## src/rtl/wild_match_array.sv

```systemverilog
module wild_match_array #(
  parameter int NCELL = 8,
  parameter int CW    = 4
) (
  input  logic          clk,
  input  logic          rst,
  input  logic [CW-1:0] bus_chr,
  input  logic          bus_end,
  input  logic          bus_wild,
  input  logic          res_in,
  input  logic          res_in_vld,
  output logic          pat_beat,
  output logic [CW-1:0] pat_out,
  output logic          pat_out_end,
  output logic          pat_out_wild,
  output logic          pat_out_vld,
  output logic [CW-1:0] txt_out,
  output logic          txt_out_vld,
  output logic          res_out,
  output logic          res_out_vld
);

  logic             ph;
  logic [CW-1:0]    pc [NCELL];
  logic [CW-1:0]    sc [NCELL];
  logic [NCELL-1:0] pe, pw, pv, sv, rb, rv, acc, live;
  logic [NCELL-1:0] hit, act, emit, put, val, mr, mv;

  always_comb begin
    for (int j = 0; j < NCELL; j++) hit[j] = pw[j] | (pc[j] == sc[j]);
  end

  assign act  = pv & sv;
  assign emit = act & pe;
  assign put  = emit & live;
  assign val  = acc & hit;
  assign mr   = (put & val) | (~put & rb);
  assign mv   = rv | put;

  always_ff @(posedge clk) begin
    pc[0] <= bus_chr;
    pe[0] <= bus_end;
    pw[0] <= bus_wild;
    for (int j = 1; j < NCELL; j++) begin
      pc[j] <= pc[j-1];
      pe[j] <= pe[j-1];
      pw[j] <= pw[j-1];
    end
    sc[NCELL-1] <= bus_chr;
    rb[NCELL-1] <= res_in;
    for (int j = 0; j < NCELL-1; j++) begin
      sc[j] <= sc[j+1];
      rb[j] <= mr[j+1];
    end
  end

  always_ff @(posedge clk) begin
    if (rst) begin
      ph   <= 1'b0;
      pv   <= '0;
      sv   <= '0;
      rv   <= '0;
      acc  <= '1;
      live <= '0;
    end else begin
      ph          <= ~ph;
      pv          <= {pv[NCELL-2:0], ~ph};
      sv          <= {ph, sv[NCELL-1:1]};
      rv          <= {ph & res_in_vld, mv[NCELL-1:1]};
      for (int j = 0; j < NCELL; j++) begin
        if (act[j]) begin
          if (pe[j]) begin
            acc[j]  <= 1'b1;
            live[j] <= 1'b1;
          end else begin
            acc[j]  <= val[j];
          end
        end
      end
    end
  end

  assign pat_beat     = ~ph;
  assign pat_out      = pc[NCELL-1];
  assign pat_out_end  = pe[NCELL-1];
  assign pat_out_wild = pw[NCELL-1];
  assign pat_out_vld  = pv[NCELL-1];
  assign txt_out      = sc[0];
  assign txt_out_vld  = sv[0];
  assign res_out      = mr[0];
  assign res_out_vld  = mv[0] & sv[0];

endmodule

```

## config.mk

```make
export PLATFORM = sky130hd
export DESIGN_NAME = wild_match_array
export DESIGN_NICKNAME = d
export VERILOG_FILES = /design/src/rtl/wild_match_array.sv
export SDC_FILE = /design/constraint.sdc
export NUM_CORES = 1
export LEC_CHECK = 0
export BUFFER_PORTS_ARGS = -buffer_cell sky130_fd_sc_hd__buf_4
export CAP_MARGIN = 0
export CORE_UTILIZATION = 50
export DETAILED_ROUTE_END_ITERATION = 10
export GPL_TIMING_DRIVEN = 0
export PLACE_DENSITY = 0.68
export SYNTH_ARGS = -nofsm -noshare
export SYNTH_HDL_FRONTEND = slang
export SYNTH_SLANG_ARGS = --single-unit
```

## constraint.sdc

```tcl
create_clock -name clk -period 1.2 [get_ports clk]
set_input_delay 0.24 -clock clk [delete_from_list [all_inputs] [get_ports clk]]
set_output_delay 0.24 -clock clk [all_outputs]
set_load 0.005 [all_outputs]
```

==> impl_results.md, run 1 <==
* Wirelength per Cell at 13.6 um
* Slew @ Worst Pin at 0.293 ns
* Placed cell areas at 2950 sq um
* Root Driver: clkbuf_8
* Slew Viols, Final at 0
* Cells on worst reg2reg path at 5
* Startpoint types: flop
* Port bufs at 23
* Commonest non-fill, non-tap cell in the layout: dfxtp_1
* Setup crit end: res_out
* First-pass GRT wire length at 7290 um
* Most frequent cells in the layout: dfxtp_1, buf_4, a21oi_1, nor2_1, xnor2_1
* Failing checks: negative setup slack
* CP Capture Type: output pin
* Power Density at 1780 nW/um^2
* CTS tree: yes
* H-tree depth reported by CTS at 3
* Crit Path Max Fanout at 2
* Total wire length at 4730 um
* Fin util at 0.663
* Die Area at 5690 sq um
* Tmin final at 1.53 ns
* Worst Setup Path Type: flop to output pin
* Post-route cell area at 3410 sq um
* GRT Util Overall at 0.180
* Worst-skew pair later-pin latency at 0.34 ns
* Vias in the first global route at 1598
* Antenna violations before repair at 0
* Clock skew at 0.0111 ns
* Worst slew margin at 0.804
* Starting Density at 0.524
* Final WS setup at -0.328 ns
* Layout cell share with drive strength beyond 1 at 0.287
* Max frequency at 654 MHz
* Placed cell count at 320
* Synth unique cells at 24
* Synth Area per Inst at 11.9 sq um
* Grt ovf at 0
* Hold crit path type: input pin to flop
* Setup TNS at -0.729 ns
* Worst EP arrival at 1.29 ns
* Setup Viol. Count Final at 5
* Cell area after synthesis at 2690 sq um
* Core footprint at 5140 sq um
* Post-route ant nets at 0
* FF-to-FF Start: pv[0]
* DRT Pass-1 Iters at 4
* Final-stage net count at 284
* Critical Path RT at 0.96 ns
* Total power at 6.07 mW
* Final Hold Viols at 0
* Gp weighted congestion at 0.748
* DR DRC count at 0
* CTS Sinks at 89
* Hold Crit Depth at 2
* Pre-CTS WS at -0.169 ns
* Die height at 75.4 um
* Chip Width at 75.4 um
* Diode count at 0
* Num ports at 25
* Largest net degree at the start of global routing at 16
* Clk slew on worst S/H paths at 0.09 ns
* Detailed Place HPWL at 3080 um
* Reg2Reg Setup Slack at 0.06 ns
* Cells after synthesis at 227
* Worst Min Path Start: res_in_vld
* Layout Cells excl Fill at 349
* Fin crit share at 1.27
* # rows at 26
* Max Cap Violations at 0
* Leak at 1.41 nW
* Synth Register Bits at 89
* Clock Path Buffers at 2
* Total clock buffers created by CTS at 9
* Worst hold margin at 0.108 ns
* Number of vias per cell at 4.95
* Area Overhead vs Synth at 26.5%
* Maximum vdd drop at 0.000927 V
* Unrepaired setup endpoints after global routing: true
* Syn_nets at 237
* Outcome: finished with violations
* Vias post-DR at 1729
* Crit path launch: pc[0][3]
* Register area share after synthesis at 0.661
* Synth warn at 0
* Initial DRC Count at 96
* R2r endpoint: acc[0]
## kinds of logic (layout without fill, tap and decap cells)
logic type                Yosys count  count (layout)  synth area share
and+or+nand+nor                    49              49             0.110
xor gates and xnor gates           16              16            0.0520
buffers and inverters              25              77            0.0567
muxes                               8               8            0.0297
DFF                                89              89             0.661
AOI/OAI and AO/OA                  40              40            0.0901
## cells in the mapped netlist
master / instances / area share
and2_1: 2 / 0.0046
nand4_1: 7 / 0.016
buf_6: 3 / 0.013
nand3_1: 1 / 0.0019
xnor2_1: 16 / 0.052
a31oi_1: 9 / 0.021
nand2_1: 2 / 0.0028
buf_4: 8 / 0.022
a21oi_1: 22 / 0.041
nor4b_1: 1 / 0.0033
mux2i_1: 8 / 0.030
nor2b_4: 1 / 0.0051
buf_2: 5 / 0.0093
a21boi_1: 1 / 0.0028
dfxtp_1: 89 / 0.66
nor4_1: 4 / 0.0093
nand4_2: 4 / 0.019
nor2b_1: 6 / 0.014
inv_1: 9 / 0.013
nor2b_2: 1 / 0.0033
nor2_1: 19 / 0.026
and4bb_1: 1 / 0.0046
a311oi_1: 7 / 0.023
a211oi_1: 1 / 0.0028
## worst min-delay path by stage
stage | endpoint
floorplan | pc[0][3]
global placement | pe[0]
detailed placement | sc[1][13]
CTS | rv[7]
global route | rv[7]
finish | rv[7]
## critical path: stages (launching register included)
cell	delay [ns]
dfxtp_1	0.34
xnor2_2	0.17
nand4_1	0.18
a21oi_2	0.16
buf_4	0.11
## sequential cells by signal, indices dropped and copies added, names as in the netlist, 7 cells and up
name,count
rb,8
live,8
rv,8
pc,23
pe,8
sc,9
pv,7
acc,8
pw,8
## area by class of cell
| cell class | instances | area, sq um |
|---|---|---|
| Clock inverter | 6 | 138 |
| Sequential cell | 89 | 1800 |
| Timing Repair Buffer | 36 | 310 |
| Tap cell | 70 | 87.6 |
| Clock buffer | 10 | 138 |
| Fill cell | 413 | 1730 |
| Buffer | 16 | 130 |
| Multi-Input combinational cell | 113 | 771 |
| Inverter | 9 | 33.8 |
## per-layer routing
metal | up-vias | share of wire | track usage
li1 | 870 | - | -
met1 | 815 | 0.46 | 0.223
met2 | 38 | 0.49 | 0.284
met3 | 6 | 0.036 | 0.0622
met4 | 0 | 0.011 | 0.0844
met5 | - | 0 | 0
## power breakdown
part	total [mW]	leakage, nW	switching (mW)	internal (mW)
clock network	2.66	0.137	0.997	1.66
logic	0.267	0.529	0.104	0.162
registers	3.15	0.742	0.0810	3.06
## what timing repair did
item,in CTS,in global routing
gates resized for setup,10,14
endpoints found under the hold margin,7,0
endpoints found under the setup margin,4,11
buffers inserted,4,2
hold buffers,7,0
pin swaps,4,4
No activity file was read; power rests on OpenSTA's default activity.
==> run 2, diff against run 1 <==
--- a/config.mk
+++ b/config.mk
@@ -7,6 +7,7 @@
 export LEC_CHECK = 0
 export BUFFER_PORTS_ARGS = -buffer_cell sky130_fd_sc_hd__buf_4
 export CAP_MARGIN = 0
+export CORE_ASPECT_RATIO = 1.2
 export CORE_UTILIZATION = 50
 export DETAILED_ROUTE_END_ITERATION = 10
 export GPL_TIMING_DRIVEN = 0
@@ -14,3 +15,4 @@
 export SYNTH_ARGS = -nofsm -noshare
 export SYNTH_HDL_FRONTEND = slang
 export SYNTH_SLANG_ARGS = --single-unit
+export TNS_END_PERCENT = 20
==> run 2 against run 1 <==
- non-clock buffer count is 3 lower
- the run still ends with negative setup slack left
- sequential power barely moved
- maximum frequency down 6.5%
- cell count down 3.7%
- clock skew is 0.00078 ns lower
- count of clock-buffer cells in the layout up 2
- via count is 2.0% lower
- design area shrank 2.6%
- first-iteration DRC count increased by 16%
- worst setup slack got worse by 0.11 ns
- register-to-register slack about the same
- clock power fell by 14%
==> impl_results.md, run 2 (synthesis results as in run 1) <==
* Total wire length at 4810 um (was 4730 um)
* Gp weighted congestion at 0.751 (was 0.748)
* Setup Viol. Count Final at 4 (was 5)
* Worst Min Path Start: res_in_vld (unchanged)
* CTS Sinks at 89 (unchanged)
* # rows at 28 (was 26)
* Fin util at 0.658 (was 0.663)
* DRT Pass-1 Iters at 4 (unchanged)
* First-pass GRT wire length at 7400 um (was 7290 um)
* Hold crit path type: input pin to flop (unchanged)
* Worst EP arrival at 1.40 ns (was 1.29 ns)
* Wirelength per Cell at 14.3 um (was 13.6 um)
* Leak at 1.36 nW (was 1.41 nW)
* Num ports at 25 (unchanged)
* Max frequency at 611 MHz (was 654 MHz)
* Crit Path Max Fanout at 4 (was 2)
* Area Overhead vs Synth at 23.2% (was 26.5%)
* WHS Endpoint: rv[7] (unchanged)
* Root Driver: clkbuf_8 (unchanged)
* Top Usage Layer GRT: met2 (unchanged)
* Post-route cell area at 3320 sq um (was 3410 sq um)
* Met1 GRT Util at 0.200 (was 0.223)
* Critical Path RT at 0.96 ns (about the same)
* Outcome: finished with violations (unchanged)
* Crit-path slowest cell: dfxtp_2 (was dfxtp_1)
* Slew @ Worst Pin at 0.252 ns (was 0.293 ns)
* Met3 Usage GRT at 0.0583 (was 0.0622)
* Max Cap Violations at 0 (unchanged)
* M2 GR Usage at 0.301 (was 0.284)
* Final WS setup at -0.435 ns (was -0.328 ns)
* CTS tree: yes (unchanged)
* Reg2Reg Setup Slack at 0.07 ns (was 0.06 ns)
* Hold Crit Depth at 2 (unchanged)
* Die Area at 5690 sq um (about the same)
* Pre-CTS WS at -0.161 ns (was -0.169 ns)
* Total power at 5.68 mW (was 6.07 mW)
* Worst-skew pair later-pin latency at 0.35 ns (was 0.34 ns)
* Cells on worst reg2reg path at 3 (was 5)
* Startpoint types: flop (unchanged)
* R2r endpoint: rb[4] (was acc[0])
* Commonest non-fill, non-tap cell in the layout: dfxtp_1 (unchanged)
* Regs by FF count: pc: 23 flops, sc: 9 flops (unchanged)
* DR DRC count at 0 (unchanged)
* Power Density at 1710 nW/um^2 (was 1780 nW/um^2)
* Grt ovf at 0 (unchanged)
* Vias in the first global route at 1524 (was 1598)
* Layout cell share with drive strength beyond 1 at 0.272 (was 0.287)
* Clock Path Buffers at 2 (unchanged)
* Worst slew margin at 0.831 (was 0.804)
* Clk slew on worst S/H paths at 0.09 ns (about the same)
* FF-to-FF Start: pv[5] (was pv[0])
* Most common cell on crit path: buf_4
* Total clock buffers created by CTS at 9 (unchanged)
* Placed cell areas at 2940 sq um (was 2950 sq um)
* GRT Util Overall at 0.176 (was 0.180)
* Final-stage net count at 281 (was 284)
* Vias post-DR at 1694 (was 1729)
* Failing checks: negative setup slack (unchanged)
* Port bufs at 23 (unchanged)
* Slew Viols, Final at 0 (unchanged)
* Die height at 82.4 um (was 75.4 um)
* Initial DRC Count at 111 (was 96)
* Starting Density at 0.534 (was 0.524)
* Buf+Inv Stages, Crit Path at 2 (was 1)
* Chip Width at 69.0 um (was 75.4 um)
* Diode count at 0 (unchanged)
* Crit-path leading delay family: flip-flops (unchanged)
* Most frequent cells in the layout: dfxtp_1, buf_4, a21oi_1, nor2_1, xnor2_1 (unchanged)
* Clock skew at 0.0103 ns (was 0.0111 ns)
* Antenna violations before repair at 0 (unchanged)
* CP Capture Type: output pin (unchanged)
* Layout Cells excl Fill at 336 (was 349)
* Maximum vdd drop at 0.00115 V (was 0.000927 V)
* Fin crit share at 1.36 (was 1.27)
* Post-route ant nets at 0 (unchanged)
* Number of vias per cell at 5.04 (was 4.95)
* Placed cell count at 310 (was 320)
* Worst Setup Path Type: flop to output pin (unchanged)
* Largest register FFs at 23 (unchanged)
* Detailed Place HPWL at 3210 um (was 3080 um)
* Slowest stage delay, CP at 0.34 ns (about the same)
* Largest net degree at the start of global routing at 15 (was 16)
* Core footprint at 5040 sq um (was 5140 sq um)
* Tmin final at 1.64 ns (was 1.53 ns)
* Reg with most FFs: pc (unchanged)
* H-tree depth reported by CTS at 3 (unchanged)
* CP Cell Sequence: xnor2_2, nand4_1, buf_4, a21oi_2, buf_4 (was xnor2_2, nand4_1, a21oi_2, buf_4)
* Unrepaired setup endpoints after global routing: true (unchanged)
* Final Hold Viols at 0 (unchanged)
[run 2: worst register-to-register path: stages, from the launching register on]
cell,delay (ns)
dfxtp_1,0.47
nand4_1,0.22
mux2i_1,0.16
a21oi_1,0.20
[run 2: worst max path at each step]
stage	endpoint	slack (ns)	from	cells after the start
after floorplan	res_out	0.14	sv[0]	3
after global placement	res_out	-0.18	sc[0][0]	4
after detailed placement	res_out	-0.16	sc[0][0]	4
after CTS	res_out	-0.43	sc[0][0]	5
after global routing	res_out	-0.51	sc[1][12]	5
final	res_out	-0.44	sc[1][12]	5
[run 2: power breakdown]
group	switching (mW)	leakage, nW	internal (mW)
registers	0.0867	0.741	3.06
clock network	0.994	0.109	1.29
logic	0.0974	0.510	0.152
[run 2: what timing repair did]
| action | CTS | global route |
|---|---|---|
| buffers inserted | 2 | 1 |
| hold buffers | 7 | 0 |
| pin swaps | 5 | 4 |
| hold endpoints to repair | 7 | 0 |
| gates resized for setup | 10 | 10 |
| endpoints found under the setup margin | 3 | 10 |
[run 2: area by class of cell]
type,instances,area [sq um]
well taps,60,75.1
inverters,9,33.8
multi-input cells,113,774
fillers,412,1730
flip-flops and latches,89,1800
clock buffers,12,155
repair buffers,33,277
plain buffers,16,130
clock inverters,4,75.1
[run 2: stage by stage]
stage | hold slack (ns) | setup TNS [ns]
floorplan | 0.268 | 0
global placement | 0.345 | -0.180
detailed placement | 0.346 | -0.161
CTS | 0.0837 | -0.916
global route | 0.0908 | -1.11
finish | 0.0905 | -0.888
[run 2: routing by layer]
layer	routed length [um]	share of wire
met2	2350	0.49
met5	0	0
met1	2190	0.45
met3	161	0.033
met4	118	0.025
==> run 3, diff against run 2 <==
--- a/config.mk
+++ b/config.mk
@@ -8,10 +8,10 @@
 export BUFFER_PORTS_ARGS = -buffer_cell sky130_fd_sc_hd__buf_4
 export CAP_MARGIN = 0
 export CORE_ASPECT_RATIO = 1.2
-export CORE_UTILIZATION = 50
+export CORE_UTILIZATION = 40
 export DETAILED_ROUTE_END_ITERATION = 10
 export GPL_TIMING_DRIVEN = 0
-export PLACE_DENSITY = 0.68
+export PLACE_DENSITY = 0.56
 export SYNTH_ARGS = -nofsm -noshare
 export SYNTH_HDL_FRONTEND = slang
 export SYNTH_SLANG_ARGS = --single-unit
==> run 3 against run 2 <==
- the run still ends with negative setup slack left
- total power is 7.1% lower
- die area up 24%
- core utilization decreased by 15 points
- clock skew fell by 0.0029 ns
- first-iteration DRC count fell by 8.1%
- register-to-register slack got worse by 0.04 ns
- count of clock-buffer cells in the layout down 1
- design area fell by 0.64%
- global-route usage fell by 2.7 points
- clock power down 18%
- via count shrank 0.71%
==> impl_results.md, run 3 (synthesis results as in run 1) <==
* Vias in the first global route at 1664 (was 1524)
* DRT Pass-1 Iters at 4 (unchanged)
* Reg with most FFs: pc (unchanged)
* Most frequent cells in the layout: dfxtp_1, buf_4, nor2_1, a21oi_1, xnor2_1 (was dfxtp_1, buf_4, a21oi_1, nor2_1, xnor2_1)
* Post-route ant nets at 0 (unchanged)
* Total power at 5.27 mW (was 5.68 mW)
* Clk slew on worst S/H paths at 0.08 ns (was 0.09 ns)
* P_int at 4.16 mW (was 4.50 mW)
* Setup TNS at -0.553 ns (was -0.888 ns)
* Port bufs at 23 (unchanged)
* Final WS setup at -0.344 ns (was -0.435 ns)
* Detailed Place HPWL at 3240 um (was 3210 um)
* Fin util at 0.508 (was 0.658)
* Total wire length at 4770 um (was 4810 um)
* Maximum vdd drop at 0.000818 V (was 0.00115 V)
* Antenna violations before repair at 0 (unchanged)
* Largest net degree at the start of global routing at 14 (was 15)
* Chip Width at 76.9 um (was 69.0 um)
* Final Hold Viols at 0 (unchanged)
* Area Overhead vs Synth at 22.4% (was 23.2%)
* Switching Fraction at 0.211 (was 0.207)
* Fin crit share at 1.29 (was 1.36)
* CP Capture Type: output pin (unchanged)
* Gp weighted congestion at 0.725 (was 0.751)
* # rows at 32 (was 28)
* Startpoint types: flop (unchanged)
* Setup Viol. Count Final at 2 (was 4)
* Slew Viols, Final at 0 (unchanged)
* Vias post-DR at 1682 (was 1694)
* Worst slew margin at 0.815 (was 0.831)
* Root Driver: clkbuf_8 (unchanged)
* Starting Density at 0.415 (was 0.534)
* Hold Crit Depth at 2 (unchanged)
* Failing checks: negative setup slack (unchanged)
* Grt ovf at 0 (unchanged)
* Comb power frac at 0.048 (was 0.044)
* FF-to-FF Start: sc[1][14] (was pv[5])
* Worst Setup Path Type: flop to output pin (unchanged)
* Hold crit path type: input pin to flop (unchanged)
* R2r endpoint: acc[0] (was rb[4])
* Diode count at 0 (unchanged)
* Max Cap Violations at 0 (unchanged)
* Slew @ Worst Pin at 0.276 ns (was 0.252 ns)
* CTS Sinks at 89 (unchanged)
* Clock Path Buffers at 2 (unchanged)
* Die height at 91.9 um (was 82.4 um)
* Critical Path RT at 0.96 ns (about the same)
* Leak at 1.35 nW (was 1.36 nW)
* Regs by FF count: pc: 23 flops, sc: 9 flops (unchanged)
* CTS tree: yes (unchanged)
* CP Cell Sequence: xnor2_2, nand4_1, a21oi_2, buf_4 (was xnor2_2, nand4_1, buf_4, a21oi_2, buf_4)
* Num ports at 25 (unchanged)
* Placed cell areas at 2970 sq um (was 2940 sq um)
* Number of vias per cell at 4.69 (was 5.04)
* Final-stage net count at 280 (was 281)
* GRT Util Overall at 0.150 (was 0.176)
* Cells on worst reg2reg path at 5 (was 3)
* Crit-path slowest cell: dfxtp_2 (unchanged)
* Worst hold margin at 0.0920 ns (was 0.0905 ns)
* Reg2Reg Setup Slack at 0.03 ns (was 0.07 ns)
* Core footprint at 6490 sq um (was 5040 sq um)
* Commonest non-fill, non-tap cell in the layout: dfxtp_1 (unchanged)
* Sw power at 1.12 mW (was 1.18 mW)
* Tmin final at 1.54 ns (was 1.64 ns)
* Clock skew at 0.00741 ns (was 0.0103 ns)
* Largest register FFs at 23 (unchanged)
* Outcome: finished with violations (unchanged)
* Worst EP arrival at 1.30 ns (was 1.40 ns)
* Layout cell share with drive strength beyond 1 at 0.277 (was 0.272)
* Max frequency at 648 MHz (was 611 MHz)
* Die Area at 7070 sq um (was 5690 sq um)
* Wirelength per Cell at 13.3 um (was 14.3 um)
* Slowest stage delay, CP at 0.34 ns (about the same)
* Clk pwr share at 0.355 (was 0.402)
* DR DRC count at 0 (unchanged)
* First-pass GRT wire length at 7810 um (was 7400 um)
* Post-route cell area at 3300 sq um (was 3320 sq um)
* Initial DRC Count at 102 (was 111)
* H-tree depth reported by CTS at 3 (unchanged)
* WHS Endpoint: rv[7] (unchanged)
* Sequential power share at 0.597 (was 0.555)
* Total clock buffers created by CTS at 9 (unchanged)
* Worst Min Path Start: res_in_vld (unchanged)
* Worst-skew pair later-pin latency at 0.34 ns (was 0.35 ns)
* Crit Path Max Fanout at 2 (was 4)
* Unrepaired setup endpoints after global routing: true (unchanged)
* Power Density at 1600 nW/um^2 (was 1710 nW/um^2)
run 3: changes by cell type in the layout (fill, tap and decap cells not counted), sizes merged:
cell,change
bufinv,-1
buf,-1
clkinvlp,-2
clkinv,+3
clkbuf,-1
run 3: area by class of cell:
class,instances,area [sq um]
fillers,610,3190
flip-flops and latches,89,1800
multi-input cells,113,793
repair buffers,32,258
clock buffers,11,131
plain buffers,16,130
well taps,85,106
clock inverters,4,45.0
inverters,9,33.8
run 3: through the flow:
step | instances | setup slack [ns]
after floorplan | 227 | 0.144
after global placement | 335 | -0.183
after detailed placement | 335 | -0.176
after CTS | 358 | -0.375
after global routing | 359 | -0.428
final | 359 | -0.344
run 3: worst max path at each step:
stage / slack (ns) / cells past startpoint / start / end
floorplan: 0.14 / 3 / sv[0] / res_out
global placement: -0.18 / 4 / sc[0][2] / res_out
detailed placement: -0.18 / 4 / sc[1][14] / res_out
CTS: -0.38 / 4 / sc[1][14] / res_out
global route: -0.43 / 4 / sc[1][14] / res_out
finish: -0.34 / 4 / sc[1][14] / res_out
run 3: per-layer routing:
layer	part of all wire	vias to the layer above	wire length (um)	track usage
li1	-	861	-	-
met1	0.46	787	2210	0.171
met2	0.48	27	2270	0.243
met3	0.041	7	194	0.0567
met4	0.020	0	95	0.0737
met5	0	-	0	0
run 3: what timing repair did:
action	in CTS	in global routing
hold buffers	7	0
resized for setup	16	5
setup endpoints to repair	7	10
setup buffers	1	1
pin swaps	3	1
hold endpoints to repair	7	0
run 3: power groups by stage:
stage          Sequential [mW]  Combinational (mW)  Clock (mW)
2_1_floorplan             3.19               0.134           0
3_3_place_gp              3.21               0.219           0
3_5_place_dp              3.21               0.222           0
4_1_cts                   3.15               0.250        1.94
5_1_grt                   3.17               0.274        2.06
6_report                  3.15               0.251        1.87
run 3: critical path, delay by kind of cell, from the launching register on:
family / cells / cell delay, ns
buffers and inverters: 1 / 0.12
XOR/XNOR: 1 / 0.16
AO/OA/AOI/OAI: 1 / 0.17
flip-flops: 1 / 0.34
AND/OR/NAND/NOR: 1 / 0.18
